### src/rtl/pph_pkg.sv
package pph_pkg;
    typedef enum logic [1:0] {
        ST_OFF    = 2'b00,
        ST_PULLIN = 2'b01,
        ST_PWM    = 2'b10
    } pph_state_t;

    localparam logic [1:0] SEL_TIMED    = 2'b00;
    localparam logic [1:0] SEL_MINIMUM  = 2'b01;
    localparam logic [1:0] SEL_INFINITE = 2'b10;

    localparam int DUTY_W   = 7;
    localparam int DUTY_LO  = 10;
    localparam int DUTY_HI  = 90;
    localparam int MIN_PER  = 2;
endpackage

### src/rtl/pph_oscillator.sv
module pph_oscillator #(
    parameter int PERIOD_W = 16
) (
    input  logic                clk,
    input  logic                rst_n,
    input  logic [PERIOD_W-1:0] period,
    output logic [PERIOD_W-1:0] count,
    output logic [PERIOD_W-1:0] per_eff,
    output logic                wrap
);
    import pph_pkg::*;

    localparam logic [PERIOD_W-1:0] PER_FLOOR = PERIOD_W'(MIN_PER);

    always_comb begin
        per_eff = (period < PER_FLOOR) ? PER_FLOOR : period;
        wrap    = (count >= per_eff - 1'b1);
    end

    always_ff @(posedge clk or negedge rst_n) begin
        if (!rst_n) begin
            count <= '0;
        end else if (wrap) begin
            count <= '0;
        end else begin
            count <= count + 1'b1;
        end
    end
endmodule

### src/rtl/pph_duty_calc.sv
module pph_duty_calc #(
    parameter int PERIOD_W = 16
) (
    input  logic                       clk,
    input  logic                       rst_n,
    input  logic                       wrap,
    input  logic [PERIOD_W-1:0]        per_eff,
    input  logic [pph_pkg::DUTY_W-1:0] duty,
    output logic [PERIOD_W-1:0]        on_time
);
    import pph_pkg::*;

    localparam int PROD_W = PERIOD_W + DUTY_W;
    localparam logic [DUTY_W-1:0] LO = DUTY_W'(DUTY_LO);
    localparam logic [DUTY_W-1:0] HI = DUTY_W'(DUTY_HI);

    logic [DUTY_W-1:0] duty_clamped;
    logic [PROD_W-1:0] product;
    logic [PROD_W-1:0] scaled;

    always_comb begin
        if (duty < LO) begin
            duty_clamped = LO;
        end else if (duty > HI) begin
            duty_clamped = HI;
        end else begin
            duty_clamped = duty;
        end
        product = PROD_W'(per_eff) * PROD_W'(duty_clamped);
        scaled  = product / PROD_W'(100);
    end

    always_ff @(posedge clk or negedge rst_n) begin
        if (!rst_n) begin
            on_time <= '0;
        end else if (wrap) begin
            on_time <= scaled[PERIOD_W-1:0];
        end
    end
endmodule

### src/rtl/pph_sequencer.sv
module pph_sequencer #(
    parameter int PULL_W = 16
) (
    input  logic              clk,
    input  logic              rst_n,
    input  logic              enable,
    input  logic [1:0]        delay_sel,
    input  logic [PULL_W-1:0] pull_len,
    input  logic              pwm_level,
    output logic              gate,
    output logic [1:0]        mode
);
    import pph_pkg::*;

    pph_state_t        state, state_nx;
    logic [PULL_W-1:0] timer, timer_nx;
    logic [PULL_W:0]   elapsed;
    logic              pull_done;

    always_comb begin
        elapsed   = {1'b0, timer} + 1'b1;
        pull_done = (elapsed >= {1'b0, pull_len});
        state_nx  = state;
        timer_nx  = '0;
        unique case (state)
            ST_OFF: begin
                if (enable) begin
                    state_nx = (delay_sel == SEL_MINIMUM) ? ST_PWM : ST_PULLIN;
                end
            end
            ST_PULLIN: begin
                if (!enable) begin
                    state_nx = ST_OFF;
                end else if (delay_sel == SEL_MINIMUM) begin
                    state_nx = ST_PWM;
                end else if (delay_sel == SEL_INFINITE) begin
                    state_nx = ST_PULLIN;
                end else if (pull_done) begin
                    state_nx = ST_PWM;
                end else begin
                    timer_nx = elapsed[PULL_W-1:0];
                end
            end
            ST_PWM: begin
                if (!enable) begin
                    state_nx = ST_OFF;
                end
            end
            default: state_nx = ST_OFF;
        endcase
    end

    always_ff @(posedge clk or negedge rst_n) begin
        if (!rst_n) begin
            state <= ST_OFF;
            timer <= '0;
        end else begin
            state <= state_nx;
            timer <= timer_nx;
        end
    end

    always_comb begin
        mode = state;
        unique case (state)
            ST_OFF:    gate = 1'b0;
            ST_PULLIN: gate = 1'b1;
            ST_PWM:    gate = pwm_level;
            default:   gate = 1'b0;
        endcase
    end
endmodule

### src/rtl/pullin_pwm_ctrl.sv
module pullin_pwm_ctrl #(
    parameter int PERIOD_W = 16,
    parameter int PULL_W   = 16
) (
    input  logic                clk,
    input  logic                rst_n,
    input  logic                enable,
    input  logic [PULL_W-1:0]   pull_len,
    input  logic [1:0]          delay_sel,
    input  logic [PERIOD_W-1:0] period,
    input  logic [6:0]          duty,
    output logic                gate,
    output logic [1:0]          mode
);
    logic [PERIOD_W-1:0] count;
    logic [PERIOD_W-1:0] per_eff;
    logic [PERIOD_W-1:0] on_time;
    logic                wrap;
    logic                pwm_level;

    pph_oscillator #(.PERIOD_W(PERIOD_W)) u_osc (
        .clk     (clk),
        .rst_n   (rst_n),
        .period  (period),
        .count   (count),
        .per_eff (per_eff),
        .wrap    (wrap)
    );

    pph_duty_calc #(.PERIOD_W(PERIOD_W)) u_duty (
        .clk     (clk),
        .rst_n   (rst_n),
        .wrap    (wrap),
        .per_eff (per_eff),
        .duty    (duty),
        .on_time (on_time)
    );

    assign pwm_level = (count < on_time);

    pph_sequencer #(.PULL_W(PULL_W)) u_seq (
        .clk       (clk),
        .rst_n     (rst_n),
        .enable    (enable),
        .delay_sel (delay_sel),
        .pull_len  (pull_len),
        .pwm_level (pwm_level),
        .gate      (gate),
        .mode      (mode)
    );
endmodule

### config.mk
export PLATFORM = sky130hd
export DESIGN_NAME = pullin_pwm_ctrl
export DESIGN_NICKNAME = d
export VERILOG_FILES = /design/src/rtl/pph_pkg.sv /design/src/rtl/pph_oscillator.sv /design/src/rtl/pph_duty_calc.sv /design/src/rtl/pph_sequencer.sv /design/src/rtl/pullin_pwm_ctrl.sv
export SDC_FILE = /design/constraint.sdc
export NUM_CORES = 1
export LEC_CHECK = 0
export CORE_MARGIN = 8
export CORE_UTILIZATION = 35
export CTS_CLUSTER_DIAMETER = 60
export CTS_CLUSTER_SIZE = 25
export DETAILED_ROUTE_END_ITERATION = 8
export PLACE_DENSITY_LB_ADDON = 0.1
export SYNTH_ARGS = -nofsm -noshare
export SYNTH_HDL_FRONTEND = slang
export SYNTH_SLANG_ARGS = --single-unit
### constraint.sdc
create_clock -name clk -period 3.84 [get_ports clk]
set_input_delay 0.384 -clock clk [delete_from_list [all_inputs] [get_ports clk]]
set_output_delay 0.384 -clock clk [all_outputs]
set_load 0.03 [all_outputs]
# Yosys cells after proc, flatten, opt, wreduce, memory -nomap -nowiden
# Cells that the tools add are included.
# op_classes
eq_ne,7
n_mul,1
n_addsub,3
magnitude_cmp,6
n_div,1
reduce_logical,2
mux,18
# op_table
operator,n
16-bit two-way mux,7
"23-bit by 7-bit divider with 23-bit output, second input constant",1
16-bit by 7-bit multiplier with 23-bit output,1
"16-bit by 1-bit adder with 17-bit output, second input constant",1
17-bit by 16-bit greater-or-equal comparator with 1-bit output,1
"16-bit by 1-bit adder with 16-bit output, second input constant",1
16-bit greater-or-equal comparator,1
16-bit less-than comparator,1
"16-bit by 2-bit less-than comparator with 1-bit output, second input constant",1
"16-bit by 1-bit subtractor with 16-bit output, second input constant",1
2-bit two-way mux,7
7-bit two-way mux,2
"7-bit greater-than comparator, second input constant",1
"7-bit by 4-bit less-than comparator with 1-bit output, second input constant",1
2-bit case mux with 3 select lines,1
"5-bit by 2-bit != test with 1-bit output, second input constant",1
"2-bit by 1-bit == test with 1-bit output, second input constant",2
"2-bit == test, second input constant",2
"2-bit != test, second input constant",2
3-bit AND reduction,1
2-bit logical NOT,1
1-bit case mux with 2 select lines,1
# totals
elab_cells,42
ff_bits,50
input_bits,44
out_inout_bits,3

# Longest topological paths before layout
# depth
word_depth,7
mapped_depth,62

# Hierarchy
# A second synthesis with hierarchy kept.
# hier_totals
hier_cells,1410
area_unflattened_um2,11290.8
# by_module_without_submodules
mod,seq_area_each_um2,area_per_inst_um2,instances,cells_per_inst
pph_duty_calc,400.4,8030.2,1,1037
pph_sequencer,450.4,1456.4,1,151
pph_oscillator,400.4,1428.9,1,170
pullin_pwm_ctrl,0.0,375.4,1,52

# Worst setup path before layout
# OpenSTA, ideal clock, no wires.
# synth_path
kind,input to register
startpoint,input port period[4]
endpoint,register u_duty.on_time[0]
setup_time_ps,95
required_time_ps,3745
cell_stages,55
path_buffers,3
arrival_time_ps,14441
setup_slack_ps,-10696
cell_sequence,buf_2 nor4_4 nand2_1 o41ai_4 inv_2 nand2_1 fa_1 fa_1 inv_1 fa_1 inv_1 fa_1 inv_1 ha_1 o211ai_1 o21ai_4 o211ai_4 and4_1 [... 19 more ...] o31ai_4 o311a_2 a32oi_1 mux2_4 or4b_4 and4_4 nand3b_1 a22o_1 and2_1 buf_4 a31oi_4 mux2_4 o221ai_2 nand3_1 a311oi_1 or3_1 mux2_1 o31ai_1
# synth_via
elab_chain_cells,4
word_cells_on_any_way,6
cone_classes,add/sub (1); mul (1); div (1); order compare (2); mux (1)
# synth_lines
item,line_no,source
from (decl),pullin_pwm_ctrl.sv:10,"input logic [PERIOD_W-1:0] period,"
16-bit by 2-bit less-than comparator with 1-bit output,pph_oscillator.sv:16,per_eff = (period < PER_FLOOR) ? PER_FLOOR : period;
16-bit two-way mux (*),pph_oscillator.sv:16,
16-bit by 7-bit multiplier with 23-bit output / 16-bit by 1-bit subtractor with 16-bit output (equally long branches),"pph_duty_calc.sv:29, pph_oscillator.sv:17",
23-bit by 7-bit divider with 23-bit output / 16-bit greater-or-equal comparator (equally long branches),"pph_duty_calc.sv:30, pph_oscillator.sv:17",
to (signal assigned),pph_duty_calc.sv:37,on_time <= scaled[PERIOD_W-1:0];
to (decl),pph_duty_calc.sv:9,output logic [PERIOD_W-1:0] on_time
# Mark *: on every way between the ends. The rest lies on a longest branch, timed or not.
# A chain may end at the register's enable or synchronous reset.

# Final worst setup path
# layout_path
startpoint,input port duty[5]
endpoint,register u_duty.on_time[0]
# layout_via
elab_chain_cells,5
word_cells_on_any_way,6
cone_classes,mul (1); div (1); order compare (2); mux (2)
# layout_lines
item,line_no,source
from (decl),pullin_pwm_ctrl.sv:11,"input logic [6:0] duty,"
7-bit greater-than comparator,pph_duty_calc.sv:24,end else if (duty > HI) begin
7-bit two-way mux,pph_duty_calc.sv:24,
7-bit two-way mux (*),pph_duty_calc.sv:22,if (duty < LO) begin
16-bit by 7-bit multiplier with 23-bit output (*),pph_duty_calc.sv:29,product = PROD_W'(per_eff) * PROD_W'(duty_clamped);
23-bit by 7-bit divider with 23-bit output (*),pph_duty_calc.sv:30,scaled = product / PROD_W'(100);
# Marks and branches as above.

==> results.md <==
* Die span in x at about 200 microns
* Clock sinks at 50
* Overall routing resource usage at between 20% and 30%
* Cell area after synthesis at approximately 12000 sq um
* Initial antenna violation count at 0
* Drt pass-1 iters at 5
* Final wirelength at between 40000 and 50000 microns
* Placed cell count at about 2300
* Crit-path max FO at 6
* Post-DP HPWL at just over 30000 microns
* Layout cells sized above 1 at 47.2%
* Run status: complete, but fails checks
* Clock Root Buffer: clkbuf_16
* Via-per-instance ratio at 5.31
* Final Util at around 59%
* I/O pins at 47
* Syn nets at between 1500 and 2000
* Port Buf Inserts at 46
* RSZ-0062 raised after global routing: yes
* Setup Crit Path Kind: input port to register
* Worst-path clk slew at ~80 ps
* Remaining DRCs at 0
* Hold Crit Class: input port to async pin
* Netlist cell types at approximately 120
* First-pass GRT wire length at between 60000 and 70000 microns
* CTS tree: built
* Max-slew headroom at approximately 54%
* Crit path largest cell delay at 550 ps
* Post-synth EDFFs at 0
* CP max-delay cell: or4b_4
* Setup ws final at -9840 ps
* CTS HTree Levels at 2
* Fin cells at 2459
* Ant diodes at 0
* FP Rows at 66
* Vias in the first global route at 13500
* Total grt overflow at 0
* Per-cell routed wire length at roughly 17 microns
* Fraction of registers with async set/reset at between 90% and 100%
* Ys flop type: dfrtp_1
* Initial core utilization at between 30% and 40%
* Longest Clk Path Bufs at 2
* Peak Freq at roughly 73 MHz
* Fin Setup TNS at -143490 ps
* Die area at a little under 40000 sq um
* Cts bufs inserted at 5
* Required time worst endpoint at approximately 4000 ps
* Violated checks: setup timing
* Final Cycle Share at 356%
* Post-place setup slack at -10860 ps
* NumNets Final at roughly 2200
* Total core area at between 30000 and 40000 sq um
* Largest net degree at the start of global routing at 51
* Clk_lat worst skew at slightly above 300 ps
* Crit path DAT at 13900 ps
* Max Transition Viols Final at 0
* Startpoint type of the worst setup path: input port
* Syn_area_per_cell at slightly below 8 sq um
* Most frequent cells in the layout: buf_4, inv_1, nand2_1, buf_6, ha_1
* #FFs+latches synth at 50
* FILL cells at about 2900
* Worst slew pin tran at 692 ps
* Post-Syn Instances at approximately 1500
* Most common cell after layout, fill and taps aside: buf_4
* Routed via count at ~13000
* Yosys warns at 0
* DRT iter0 DRCs at approximately 740
* Final min period at 13680 ps
* ANT nets after route at 0
* Crit path capture type: register
* Worst clock skew at around 14 ps
* Sequential area share after synthesis at between 10% and 20%
* # setup viols final at 32
* Die height at 198 microns
* Area added between synthesis and finish at 64.9%
* Max-Cap Viols at 0
* Hold Fails Final Rpt at 0
* Placer Congestion at between 0.9 and 1
==> layer usage <==
metal	wire (microns)	GRT usage, %	vias to the layer above
li1	-	-	6398
met1	19000	28.0	6352
met2	20000	35.7	246
met3	1420	2.16	51
met4	738	4.01	0
met5	0	0	-
==> cell usage after synthesis, types with 13 or more instances <==
master    instances  area share [%]
nor2_1          117             3.8
inv_1           115             3.7
nand2_1         113             3.7
ha_1             97              10
and2_1           83             4.5
a21oi_1          80             3.5
fa_1             69              12
o21ai_0          55             2.4
dfrtp_1          50              11
nand3_1          47             2.0
nor2b_1          45             2.4
clkbuf_1         39             1.3
nor3_1           38             1.6
xnor2_1          36             2.7
and3_1           26             1.4
xor2_1           24             1.8
a31oi_1          23             1.2
nand2b_1         21             1.1
a21o_1           20             1.3
a211oi_1         19             1.2
o211ai_1         17             1.1
o21ai_1          15            0.65
a211o_1          13            0.98
nand4_1          13            0.70
==> cell type report <==
| cell class | count | area [sq um] | share of cell area (%) |
|---|---|---|---|
| inverters | 116 | 440 | 2.30 |
| clock buffers | 5 | 125 | 0.654 |
| clock inverters | 3 | 28.8 | 0.150 |
| multi-input cells | 1241 | 11600 | 60.9 |
| flip-flops and latches | 50 | 1250 | 6.54 |
| well taps | 442 | 553 | 2.89 |
| repair buffers | 602 | 5090 | 26.6 |
==> repair_timing <==
| action | 4_1_cts | 5_1_grt |
|---|---|---|
| setup buffers | 111 | 33 |
| gates resized for setup | 381 | 154 |
| pin swaps | 109 | 91 |
| hold buffers | 0 | 0 |
| gates cloned | 4 | 0 |
| setup endpoints to repair | 49 | 51 |
==> through the flow <==
stage / hold WS [ps] / cell area [sq um]
floorplan: 88.4 / 12100
global placement: 495 / 15900
detailed placement: 497 / 15900
CTS: 226 / 18200
global route: 262 / 19100
finish: 192 / 19100
==> kinds of logic after synthesis <==
| family | synth area share [%] |
|---|---|
| xor gates and xnor gates | 4.81 |
| buffers and inverters | 6.21 |
| muxes | 1.78 |
| and+or+nand+nor | 26.3 |
| adders and majority gates | 22.5 |
| DFF | 10.8 |
| AOI/OAI and AO/OA | 27.6 |
==> state kept, by name (all words and copies together) (netlist names) <==
signal          cells
u_seq.mode          2
u_duty.on_time     16
u_osc.count        16
u_seq.timer        16
==> critical path, delay by kind of cell <==
family	cells	cell delay, ps
fa+ha+maj	5	2250
mux	3	810
simple gates	17	4300
buf+inv	10	1150
compound gates	22	4980
==> final timing paths <==
| check | start | to | slack, ps | cells past startpoint |
|---|---|---|---|---|
| min in group clk | u_osc.count[0] | u_osc.count[0] | 510 | 1 |
| hold reg to reg | u_osc.count[0] | u_osc.count[0] | 510 | 1 |
| setup / recovery | duty[5] | u_duty.on_time[0] | -9840 | 57 |
| max in group asynchronous | rst_n | u_duty.on_time[3] | 3170 | 2 |
| setup reg to reg | u_osc.count[0] | u_duty.on_time[3] | -70 | 27 |
| hold / removal | rst_n | u_seq.mode[1] | 190 | 2 |
Power is not shown: default switching activity piles up to over one toggle a cycle in this logic, so the estimate is an artifact.
